==> src/rtl/ppm_pkg.sv <==
package ppm_pkg;

  typedef enum logic [1:0] {
    PM_NORMAL = 2'd0,
    PM_SAVING = 2'd1,
    PM_PDOWN  = 2'd2
  } pm_state_e;

  localparam int unsigned ACT_KINDS = 3;
  localparam int unsigned ACT_IDLE  = 0;
  localparam int unsigned ACT_NLP   = 1;
  localparam int unsigned ACT_FLP   = 2;

endpackage

==> src/rtl/ppm_tick_counter.sv <==
// Counts timebase ticks up to LIMIT; hit_o marks the tick that completes the span.
module ppm_tick_counter #(
  parameter int unsigned LIMIT = 16
) (
  input  logic clk,
  input  logic rst_n,
  input  logic clr_i,
  input  logic tick_i,
  output logic hit_o
);
  localparam int unsigned W = (LIMIT > 1) ? $clog2(LIMIT) : 1;
  localparam logic [W-1:0] LAST = W'(LIMIT - 1);

  logic [W-1:0] cnt_q, cnt_d;
  logic         cnt_en;

  assign hit_o  = !clr_i && tick_i && (cnt_q == LAST);
  assign cnt_en = clr_i || tick_i;

  always_comb begin
    if (clr_i || hit_o) cnt_d = '0;
    else                cnt_d = cnt_q + 1'b1;
  end

  always_ff @(posedge clk or negedge rst_n) begin
    if (!rst_n)      cnt_q <= '0;
    else if (cnt_en) cnt_q <= cnt_d;
  end
endmodule

==> src/rtl/ppm_wake_detect.sv <==
// Merges the receive activity detectors into one wake request.
module ppm_wake_detect #(
  parameter int unsigned KINDS = ppm_pkg::ACT_KINDS
) (
  input  logic             en_i,
  input  logic [KINDS-1:0] act_i,
  output logic             wake_o
);
  logic [KINDS:0] chain;

  assign chain[0] = 1'b0;
  for (genvar g = 0; g < KINDS; g++) begin : g_merge
    assign chain[g+1] = chain[g] | act_i[g];
  end

  assign wake_o = en_i && chain[KINDS];
endmodule

==> src/rtl/ppm_fsm.sv <==
// Power state sequencing: normal, saving and management power-down.
module ppm_fsm
  import ppm_pkg::*;
(
  input  logic      clk,
  input  logic      rst_n,
  input  logic      pwr_down_i,
  input  logic      absent_done_i,
  input  logic      wake_i,
  input  logic      pace_hit_i,
  output pm_state_e state_o,
  output logic      nlp_req_o,
  output logic      restart_o
);
  pm_state_e state_q, state_d;
  logic      nlp_q, restart_q;

  always_comb begin
    state_d = state_q;
    if (pwr_down_i) begin
      state_d = PM_PDOWN;
    end else begin
      unique case (state_q)
        PM_NORMAL: if (absent_done_i) state_d = PM_SAVING;
        PM_SAVING: if (wake_i)        state_d = PM_NORMAL;
        PM_PDOWN:                     state_d = PM_NORMAL;
        default:                      state_d = PM_NORMAL;
      endcase
    end
  end

  always_ff @(posedge clk or negedge rst_n) begin
    if (!rst_n) begin
      state_q   <= PM_NORMAL;
      nlp_q     <= 1'b0;
      restart_q <= 1'b0;
    end else begin
      state_q   <= state_d;
      nlp_q     <= pace_hit_i;
      restart_q <= (state_q == PM_PDOWN) && !pwr_down_i;
    end
  end

  assign state_o   = state_q;
  assign nlp_req_o = nlp_q;
  assign restart_o = restart_q;
endmodule

==> src/rtl/port_pwr_mgr.sv <==
// Per-port power management top: absence timer, link pulse pacer, wake merge, FSM.
module port_pwr_mgr
  import ppm_pkg::*;
#(
  parameter int unsigned TIMEOUT_TICKS = 10000,
  parameter int unsigned NLP_TICKS     = 16
) (
  input  logic                 clk,
  input  logic                 rst_n,
  input  logic                 tick_i,
  input  logic                 link_present_i,
  input  logic [ACT_KINDS-1:0] act_i,
  input  logic                 pwr_down_i,
  output logic                 tx_en_o,
  output logic                 rx_en_o,
  output logic                 nlp_req_o,
  output logic                 link_restart_o
);
  pm_state_e state;
  logic      absent_done, pace_hit, wake;
  logic      absent_clr, pace_clr;

  assign absent_clr = (state != PM_NORMAL) || link_present_i || pwr_down_i;
  assign pace_clr   = (state != PM_SAVING) || pwr_down_i || wake;

  ppm_tick_counter #(.LIMIT(TIMEOUT_TICKS)) u_absent_timer (
    .clk    (clk),
    .rst_n  (rst_n),
    .clr_i  (absent_clr),
    .tick_i (tick_i),
    .hit_o  (absent_done)
  );

  ppm_tick_counter #(.LIMIT(NLP_TICKS)) u_nlp_pacer (
    .clk    (clk),
    .rst_n  (rst_n),
    .clr_i  (pace_clr),
    .tick_i (tick_i),
    .hit_o  (pace_hit)
  );

  ppm_wake_detect #(.KINDS(ACT_KINDS)) u_wake (
    .en_i   (state == PM_SAVING),
    .act_i  (act_i),
    .wake_o (wake)
  );

  ppm_fsm u_fsm (
    .clk           (clk),
    .rst_n         (rst_n),
    .pwr_down_i    (pwr_down_i),
    .absent_done_i (absent_done),
    .wake_i        (wake),
    .pace_hit_i    (pace_hit),
    .state_o       (state),
    .nlp_req_o     (nlp_req_o),
    .restart_o     (link_restart_o)
  );

  assign tx_en_o = (state == PM_NORMAL);
  assign rx_en_o = (state == PM_NORMAL);
endmodule

==> config.mk <==
export PLATFORM = sky130hd
export DESIGN_NAME = port_pwr_mgr
export DESIGN_NICKNAME = d
export VERILOG_FILES = /design/src/rtl/ppm_pkg.sv /design/src/rtl/ppm_tick_counter.sv /design/src/rtl/ppm_wake_detect.sv /design/src/rtl/ppm_fsm.sv /design/src/rtl/port_pwr_mgr.sv
export SDC_FILE = /design/constraint.sdc
export NUM_CORES = 1
export LEC_CHECK = 0
export ABC_CLOCK_PERIOD_IN_PS = 1850
export BUFFER_PORTS_ARGS = -buffer_cell sky130_fd_sc_hd__buf_2
export CORE_MARGIN = 4
export CORE_UTILIZATION = 51
export CTS_CLUSTER_SIZE = 16
export DETAILED_ROUTE_END_ITERATION = 8
export PLACE_DENSITY_LB_ADDON = 0.15
export SETUP_SLACK_MARGIN = 0.05
export SYNTH_ARGS = -nofsm -noshare
export SYNTH_HDL_FRONTEND = slang
export SYNTH_SLANG_ARGS = --single-unit
export TNS_END_PERCENT = 1
==> constraint.sdc <==
create_clock -name clk -period 1.85 [get_ports clk]
set_input_delay 0.37 -clock clk [delete_from_list [all_inputs] [get_ports clk]]
set_output_delay 0.37 -clock clk [all_outputs]
set_load 0.01 [all_outputs]
==> Word level (Yosys, flattened, before mapping) <==
Cells that the tools add are included.
W data, S select, Z words.
{ "totals": {"in_bits": 8, "ramBits": 0, "elab_cells": 42, "n_memories": 0, "latch_bits": 0, "out_inout_bits": 4, "regBits": 22, "rom_bits": 0} }
{ "classes": {"n_mul": 0, "shift": 0, "n_bitwise": 2, "add_sub_neg": 2, "mux": 6, "n_eq_ne": 7, "n_div": 0, "n_lt_le_gt_ge": 0, "reduce_logical": 20} }
{ "ops": {"columns": ["op", "n"], "rows": [
  ["$add A14 B1 Y14 const B", 1],
  ["$eq A14 B14 Y1 const B", 1],
  ["$mux W14", 1],
  ["$logic_or A1 B1 Y1", 8],
  ["$logic_and A1 B1 Y1", 6],
  ["$mux W2", 3],
  ["$add A4 B1 Y4 const B", 1],
  ["$eq A4 B4 Y1 const B", 1],
  ["$mux W4", 1],
  ["$pmux W2 S2", 1],
  ["$logic_not A1 Y1", 3],
  ["$ne A3 B2 Y1 const B", 1],
  ["$ne A3 B3 Y1 const B", 1],
  ["$eq A2 B1 Y1 const B", 1],
  ["$eq A2 B2 Y1 const B", 1],
  ["$logic_not A2 Y1", 1],
  ["$ne A2 B1 Y1 const B", 1],
  ["$or A1 B1 Y1", 2],
  ["$reduce_and A2 Y1", 1],
  ["$reduce_bool A2 Y1", 1]
]} }

==> Logic depth before layout (Yosys ltp) <==
Gate-level depths: netlist of run 1.
{ "logic_depth": {"depth_word": 9, "ltp_mapped": 6, "ltp_nobuf": 5} }

==> Hierarchy <==
Synthesis of run 1 repeated with hierarchy kept, for this count alone.
{ "unflattened": {"cells_unflattened": 117, "area_unflattened_um2": 1207.4} }
{ "by_module_without_submodules": {"columns": ["mod", "seq_area_each_um2", "area_per_inst_um2", "cells_per_inst", "instances"], "rows": [
  ["ppm_tick_counter (u_absent_timer)", 350.3, 815.8, 80, 1],
  ["ppm_tick_counter (u_nlp_pacer)", 100.1, 206.4, 22, 1],
  ["ppm_fsm", 100.1, 138.9, 9, 1],
  ["port_pwr_mgr", 0.0, 37.5, 5, 1],
  ["ppm_wake_detect", 0.0, 8.8, 1, 1]
]} }

==> Worst setup path after synthesis of run 1 <==
OpenSTA, ideal clock, no wires.
{ "synth_path": {"path_type": "flip-flop to flip-flop", "start": "register u_absent_timer.cnt_q[0]", "end": "register u_absent_timer.cnt_q[11]", "setup_time_ns": 0.126, "path_stages_with_launch": 7, "arrival_ns": 1.755, "path_buffers": 1, "path_slack_ns": -0.031, "t_required_ns": 1.724, "period_less_slack_ns": 1.881, "cell_sequence": "dfrtp_1 > ha_1 > or4bb_1 > or4_4 > nand2_2 > buf_6 > a21oi_1"} }
{ "synth_via": {"elab_chain_len": 4, "elab_cells_between_ends": 5, "cone_classes": "add/sub: 1; eq/ne: 1; mux: 1; reduce/logical: 2"} }
{ "synth_rtl": {"columns": ["element", "line_no", "text"], "rows": [
  ["from (decl)", "ppm_tick_counter.sv:14", "logic [W-1:0] cnt_q, cnt_d;"],
  ["from (signal assigned)", "ppm_tick_counter.sv:27", "else if (cnt_en) cnt_q <= cnt_d;"],
  ["parallel branches: the longest is 3 deep, another holds $add A14 B1 Y14", null, null],
  ["$mux W14 (*)", "ppm_tick_counter.sv:21", "if (clr_i || hit_o) cnt_d = '0;"]
]} }
Every way passes the cells marked *.
A chain may end at the register's enable or synchronous reset.

==> Worst setup path after layout of run 1 <==
{ "layout_path": {"start": "register u_absent_timer.cnt_q[1]", "end": "register u_absent_timer.cnt_q[4]"} }
Same word-level chain as after synthesis.

==> metrics.md, run 1 <==
| Metric | Value |
|---|---|
| Count of nets left with antenna violations after detail routing | `0` |
| Vias in the first global route | `815` |
| Final Max Tran Viols | `0` |
| Core area | `2042 um^2` |
| Clock insertion delay at the later pin of the skew report | `0.30 ns` |
| Sequential share of power | `60.7%` |
| Top_reg_cell synth | `dfrtp_1` |
| DP Worst Slack | `-0.02920 ns` |
| Worst Path Required | `2.06 ns` |
| Commonest non-fill, non-tap cell in the layout | `dfrtp_1` |
| Starting utilization of the core area | `55.45%` |
| Family with the most delay on the worst path | `simple AND/OR/NAND/NOR gates` |
| Yosys warns | `0` |
| Maximum Capacitance Violations | `0` |
| Width of the die | `55.12 um` |
| CTS clk-pin slew, worst paths | `0.12 ns` |
| Worst min-delay path category | `in2async` |
| Post-route clock period utilization | `99.40%` |
| Seq/Total Area, Yosys | `48.62%` |
| Final WL | `2145 um` |
| Critical Path Fanout Max | `6` |
| Synth Area per Inst | `10.11 um^2` |
| Number of placed I/O pins | `12` |
| Count of mapped cells out of synthesis | `112` |
| Post-synthesis to final-layout area growth | `19.23%` |
| Final hold viol count | `0` |
| Area enclosed by the die boundary | `3038 um^2` |
| Measured slew at the worst slew-check pin | `0.4753 ns` |
| I/O Buffers | `11` |
| Arrival time of the worst setup path | `2.04 ns` |
| IR Drop Worst-Case VDD | `0.0004298 V` |
| Total number of nets in the final design | `147` |
| Buffer type at the clock tree root | `clkbuf_4` |
| Share of the core filled with cells | `66.12%` |
| Leakage power of the design | `0.5693 nW` |
| Status | `finished, final reports clean` |
| CTS tree | `yes` |
| CP Buf/Inv Count | `0` |
| Buffer depth of the longest clock path | `2` |
| DRC marker count from the first detailed-route iteration | `12` |
| Power per cell area | `592.1 nW/um^2` |
| Drt drc | `0` |
| Net count after synthesis | `122` |
| Number of buffers created by CTS | `3` |
| Internal power summed over all cells | `0.6230 mW` |
| Final weighted congestion in routability-driven placement | `0.8339` |
| Minimum clock period | `1.839 ns` |
| Clock network fraction of total power | `32.6%` |
| Number of antenna violations at the first check in global routing | `0` |
| Stage delay of the slowest cell on the critical path | `0.60 ns` |
| Maximum achievable frequency | `0.5438 GHz` |
| Unrepaired setup endpoints after global routing | `true` |
| Post-detailed-placement cell area | `1267 um^2` |
| Fin area | `1350 um^2` |
| Number of distinct library cells after synthesis | `36` |
| Rows | `16` |
| Overall via count from detail_route | `913` |
| Combinational group share of total power | `6.7%` |
| First-pass GRT wire length | `3463 um` |
| Post-CTS Hold Buffers | `0` |
| FF-to-FF setup slack | `0.01 ns` |
| Clock tree skew after final layout | `0.003815 ns` |
| Number of enable flip-flop cells after synthesis | `0` |
| Layout cells sized above 1 | `27.94%` |
| Final WS setup | `0.01105 ns` |
| Launching element type of the critical path | `flop` |
| Type of the worst setup path | `reg2reg` |
| Average detailed-routed wire length per instance | `13.16 um` |
| Series of cell instances along the critical path | `ha_2 > or4bb_1 > or4_4 > nand2_4 > nor2_1` |
| Htree depth | `1` |
| Most frequent cells in the layout | `22 x dfrtp_1, 14 x buf_4, 13 x nor2_1` |
| Endpoint kind of the worst setup timing path | `flop` |
| Combined global-route utilization of all metal layers | `16.10%` |
| DP Wirelength | `1582 um` |
| Count of antenna diodes in the layout | `0` |
| Setup violation total in the final timing report | `0` |
| Maximum number of pins on one net before global-route repair | `23` |
| Via-to-Cell Ratio | `5.601` |
| Relative slew slack | `68.31%` |
| CP max stage cell | `or4_4` |
| Vertical die dimension | `55.12 um` |
| Overall power consumption | `0.7994 mW` |
| Post-synthesis async set-or-reset flop share | `100.0%` |
| Sw Pwr | `0.1764 mW` |
| Summed instance area of the synthesized netlist | `1132 um^2` |
| Global route overflow | `0` |
| Proportion of total power due to net switching | `22.06%` |
| Number of synthesized register bits | `22` |
| Number of clock sinks | `22` |
| Iteration count of the initial detailed-routing pass | `4` |
path summary, 6_finish.rpt:
kind	end	cells past startpoint	startpoint
setup / recovery	u_absent_timer.cnt_q[4]	5	u_absent_timer.cnt_q[1]
hold / removal	u_fsm.state_o[0]	1	rst_n
setup reg to reg	u_absent_timer.cnt_q[4]	5	u_absent_timer.cnt_q[1]
hold reg to reg	u_fsm.restart_o	2	u_fsm.state_o[0]
max in group asynchronous	u_absent_timer.cnt_q[0]	1	rst_n
min in group clk	u_fsm.state_o[1]	1	pwr_down_i
synth_stat cells, types with 2 or more instances:
cell type | number | area share [%]
dfrtp_1 | 22 | 49
nor2_1 | 13 | 4.3
xor2_1 | 8 | 6.2
a21oi_1 | 7 | 3.1
nand2_1 | 7 | 2.3
o21ai_0 | 7 | 3.1
nand3_1 | 5 | 2.2
or3_1 | 4 | 2.2
o2111ai_1 | 3 | 2.3
and3_2 | 2 | 1.3
buf_6 | 2 | 2.0
clkbuf_1 | 2 | 0.66
ha_1 | 2 | 2.2
nand4_1 | 2 | 1.1
nor3_1 | 2 | 0.88
nor3b_1 | 2 | 1.3
nor4_1 | 2 | 1.1
o211ai_1 | 2 | 1.3
power groups by stage:
stage	sequential [mW]	clock (mW)	combinational [mW]
after global placement	0.494	0	0.0497
after CTS	0.485	0.268	0.0553
after global routing	0.485	0.282	0.0612
after detailed placement	0.494	0	0.0509
final	0.485	0.261	0.0537
after floorplan	0.495	0	0.0278
sequential cells by signal, indices dropped and copies added (netlist names):
name,count
u_nlp_pacer.cnt_q,4
u_fsm.restart_o,1
u_absent_timer.cnt_q,14
u_fsm.state_o,2
u_fsm.nlp_req_o,1
kinds of logic after synthesis:
family	Yosys count	share of synthesized area (%)
flops	22	48.62
fa+ha+maj	2	2.210
mux	1	0.8840
simple gates	49	24.20
xor+xnor	9	6.962
compound gates	22	12.26
buf+inv	7	4.862
metrics by stage:
step | setup TNS, ns | hold WS (ns) | std cells
after floorplan | -0.1243 | 0.07441 | 112
after global placement | -0.01152 | 0.3535 | 156
after detailed placement | -0.02920 | 0.3596 | 156
after CTS | -0.02390 | 0.01827 | 162
after global routing | -0.6421 | 0.03071 | 163
final | 0 | 0.003879 | 163
what timing repair did:
item,CTS,global route
pin swaps,7,3
cloned,1,0
setup endpoints to repair,14,15
setup buffers,1,1
gates resized for setup,3,0
layer usage:
metal / GRT usage (%) / part of all wire [%] / wire length [um] / vias up
met2: 25.79 / 45 / 974 / 21
met4: 6.073 / 1.1 / 24 / 0
met3: 2.413 / 4.7 / 100 / 2
met5: 0 / 0 / 0 / -
met1: 21.94 / 49 / 1046 / 434
li1: - / - / - / 456
final cells by class:
type,count,area [um^2]
inverters,1,3.754
flip-flops and latches,22,550.5
well taps,27,33.78
fillers,180,691.9
repair buffers,25,160.2
clock buffers,4,36.28
multi-input cells,84,565.5
Power figures use the tool's default switching activity.
==> run 2, diff against run 1 <==
- CTS_CLUSTER_SIZE: 16 -> unset
- HOLD_SLACK_MARGIN: unset -> 0.12
- PLACE_DENSITY: unset -> 0.81
- PLACE_DENSITY_LB_ADDON: 0.15 -> unset
==> run 2 against run 1 <==
Compared with the run above:
- the run now ends with negative setup slack left
- first-iteration DRC count rose by 33%
- total power up 14%
- die area unchanged
- highest routed layer unchanged
- count of clock-buffer cells in the layout fell by 1
==> metrics.md, run 2 (synthesis results as in run 1) <==
| Metric | Value |
|---|---|
| Status | `finished with violations` |
| Failing checks | `negative setup slack` |
| Drt drc | `0` |
| IR Drop Worst-Case VDD | `0.0005320 V` |
| Reg-to-reg critical path endpoint | `u_absent_timer.cnt_q[1]` |
| Endpoint kind of the worst setup timing path | `flop` |
| Maximum achievable frequency | `0.5391 GHz` |
| Number of placed I/O pins | `12` |
| Flip-flop count of the largest register after layout | `14` |
| Vertical die dimension | `55.12 um` |
| Combined global-route utilization of all metal layers | `18.98%` |
| Most frequent cells in the layout | `22 x dfrtp_1, 13 x nor2_1, 11 x buf_2, 11 x buf_4, 8 x xor2_1` |
| Width of the die | `55.12 um` |
| Worst Reg2Reg Path Length in Cells | `4` |
| Maximum Capacitance Violations | `0` |
| Stage delay of the slowest cell on the critical path | `0.60 ns` |
| Post-synthesis to final-layout area growth | `20.77%` |
| Count of nets left with antenna violations after detail routing | `0` |
| Clock tree skew after final layout | `0.002204 ns` |
| Relative slew slack | `68.24%` |
| DRC marker count from the first detailed-route iteration | `16` |
| Endpoint with the worst hold slack | `u_fsm.state_o[1]` |
| Final hold viol count | `0` |
| Type of the worst setup path | `reg2reg` |
| I/O Buffers | `11` |
| Buffer depth of the longest clock path | `2` |
| Series of cell instances along the critical path | `or4b_4 > or4_4 > nand2_8 > o22ai_2` |
| Number of buffers created by CTS | `3` |
| Total number of nets in the final design | `145` |
| Power per cell area | `666.8 nW/um^2` |
| Worst min-delay path category | `in2reg` |
| Core area | `2042 um^2` |
| Leakage power of the design | `0.5691 nW` |
| Number of antenna violations at the first check in global routing | `0` |
| Fin area | `1368 um^2` |
| Overall via count from detail_route | `932` |
| First-pass GRT wire length | `4036 um` |
| Starting utilization of the core area | `55.45%` |
| Reg-to-reg startpoint | `u_absent_timer.cnt_q[7]` |
| Worst hold path stage count | `1` |
| DP Wirelength | `1708 um` |
| Final WS setup | `-0.004789 ns` |
| Unrepaired setup endpoints after global routing | `true` |
| CP max stage cell | `or4_4` |
| Arrival time of the worst setup path | `2.06 ns` |
| Global route overflow | `0` |
| Hold_sp | `pwr_down_i` |
| Post-Route Setup TNS | `-0.004789 ns` |
| Clock insertion delay at the later pin of the skew report | `0.32 ns` |
| Final weighted congestion in routability-driven placement | `0.8229` |
| Area enclosed by the die boundary | `3038 um^2` |
| Setup violation total in the final timing report | `1` |
| Buffer type at the clock tree root | `clkbuf_4` |
| CTS tree | `yes` |
| Htree depth | `1` |
| Measured slew at the worst slew-check pin | `0.4764 ns` |
| Number of clock sinks | `22` |
| CTS clk-pin slew, worst paths | `0.12 ns` |
| Post-detailed-placement cell area | `1245 um^2` |
| Commonest non-fill, non-tap cell in the layout | `dfrtp_1` |
| Post-route clock period utilization | `100.3%` |
| FF-to-FF setup slack | `-0.005 ns` |
| Iteration count of the initial detailed-routing pass | `4` |
| Count of antenna diodes in the layout | `0` |
| Maximum number of pins on one net before global-route repair | `23` |
| Via-to-Cell Ratio | `5.789` |
| Layout cells sized above 1 | `28.36%` |
| Critical Path Fanout Max | `7` |
| Largest reg by FF count | `u_absent_timer.cnt_q` |
| Vias in the first global route | `893` |
| Rows | `16` |
| Average detailed-routed wire length per instance | `15.43 um` |
| Minimum clock period | `1.855 ns` |
| Launching element type of the critical path | `flop` |
| Worst Path Required | `2.06 ns` |
| Final WL | `2484 um` |
| Final Max Tran Viols | `0` |
run 2: cell types whose count changed in the layout (fill, tap and decap cells not counted), sizes merged:
cell         previous run  this run
dlygate4sd3             0         1
buf                    25        22
bufinv                  0         1
clkbuf                  4         3
run 2: repair_timing:
item,4_1_cts,5_1_grt
pin swaps,6,3
buffers inserted,1,1
resized for setup,4,4
hold endpoints to repair,22,0
hold buffers,1,0
gates cloned,1,0
endpoints found under the setup margin,15,15
run 2: per-layer routing:
layer	vias up	share of wire, %	track usage [%]
li1	457	-	-
met1	447	44	25.25
met2	25	50	30.91
met3	3	5.0	5.630
met4	0	0.56	3.239
met5	-	0	0
run 2: area by class of cell:
class                   instances  area, um^2
well taps                      27       33.78
multi-input cells              84       579.3
clock inverters                 1       30.03
clock buffers                   3       22.52
fillers                       173       674.4
repair buffers                 23       147.6
flip-flops and latches         22       550.5
inverters                       1       3.754
run 2: worst max-delay path by stage:
| stage | slack (ns) | startpoint | to |
|---|---|---|---|
| CTS | -0.007 | u_absent_timer.cnt_q[0] | u_absent_timer.cnt_q[1] |
| global route | -0.05 | u_absent_timer.cnt_q[7] | u_absent_timer.cnt_q[1] |
| global placement | 0.003 | link_present_i | u_absent_timer.cnt_q[13] |
| detailed placement | -0.02 | u_absent_timer.cnt_q[7] | u_absent_timer.cnt_q[1] |
| floorplan | -0.01 | u_absent_timer.cnt_q[0] | u_absent_timer.cnt_q[11] |
| finish | -0.005 | u_absent_timer.cnt_q[7] | u_absent_timer.cnt_q[1] |
run 2: where the power goes:
part           total [mW]  internal (mW)  switching, mW
Clock               0.370          0.219          0.151
Combinational      0.0571         0.0212         0.0360
Sequential          0.485          0.484        0.00116
run 2: critical path: cells and delay by family, from the launching register on:
| family | cells | cell delay [ns] |
|---|---|---|
| compound gates | 1 | 0.08 |
| flops | 1 | 0.40 |
| simple gates | 3 | 1.27 |
run 2: through the flow:
step	setup slack, ns	std cells	hold WS [ns]	util [%]	total power, mW
after floorplan	-0.01459	112	0.07441	-	0.5232
after global placement	0.003279	153	0.3509	60.97	0.5428
after detailed placement	-0.02002	153	0.3582	60.97	0.5449
after CTS	-0.006555	160	0.1947	65.93	0.9261
after global routing	-0.04560	161	0.1844	66.97	0.9571
final	-0.004789	161	0.2225	66.97	0.9119
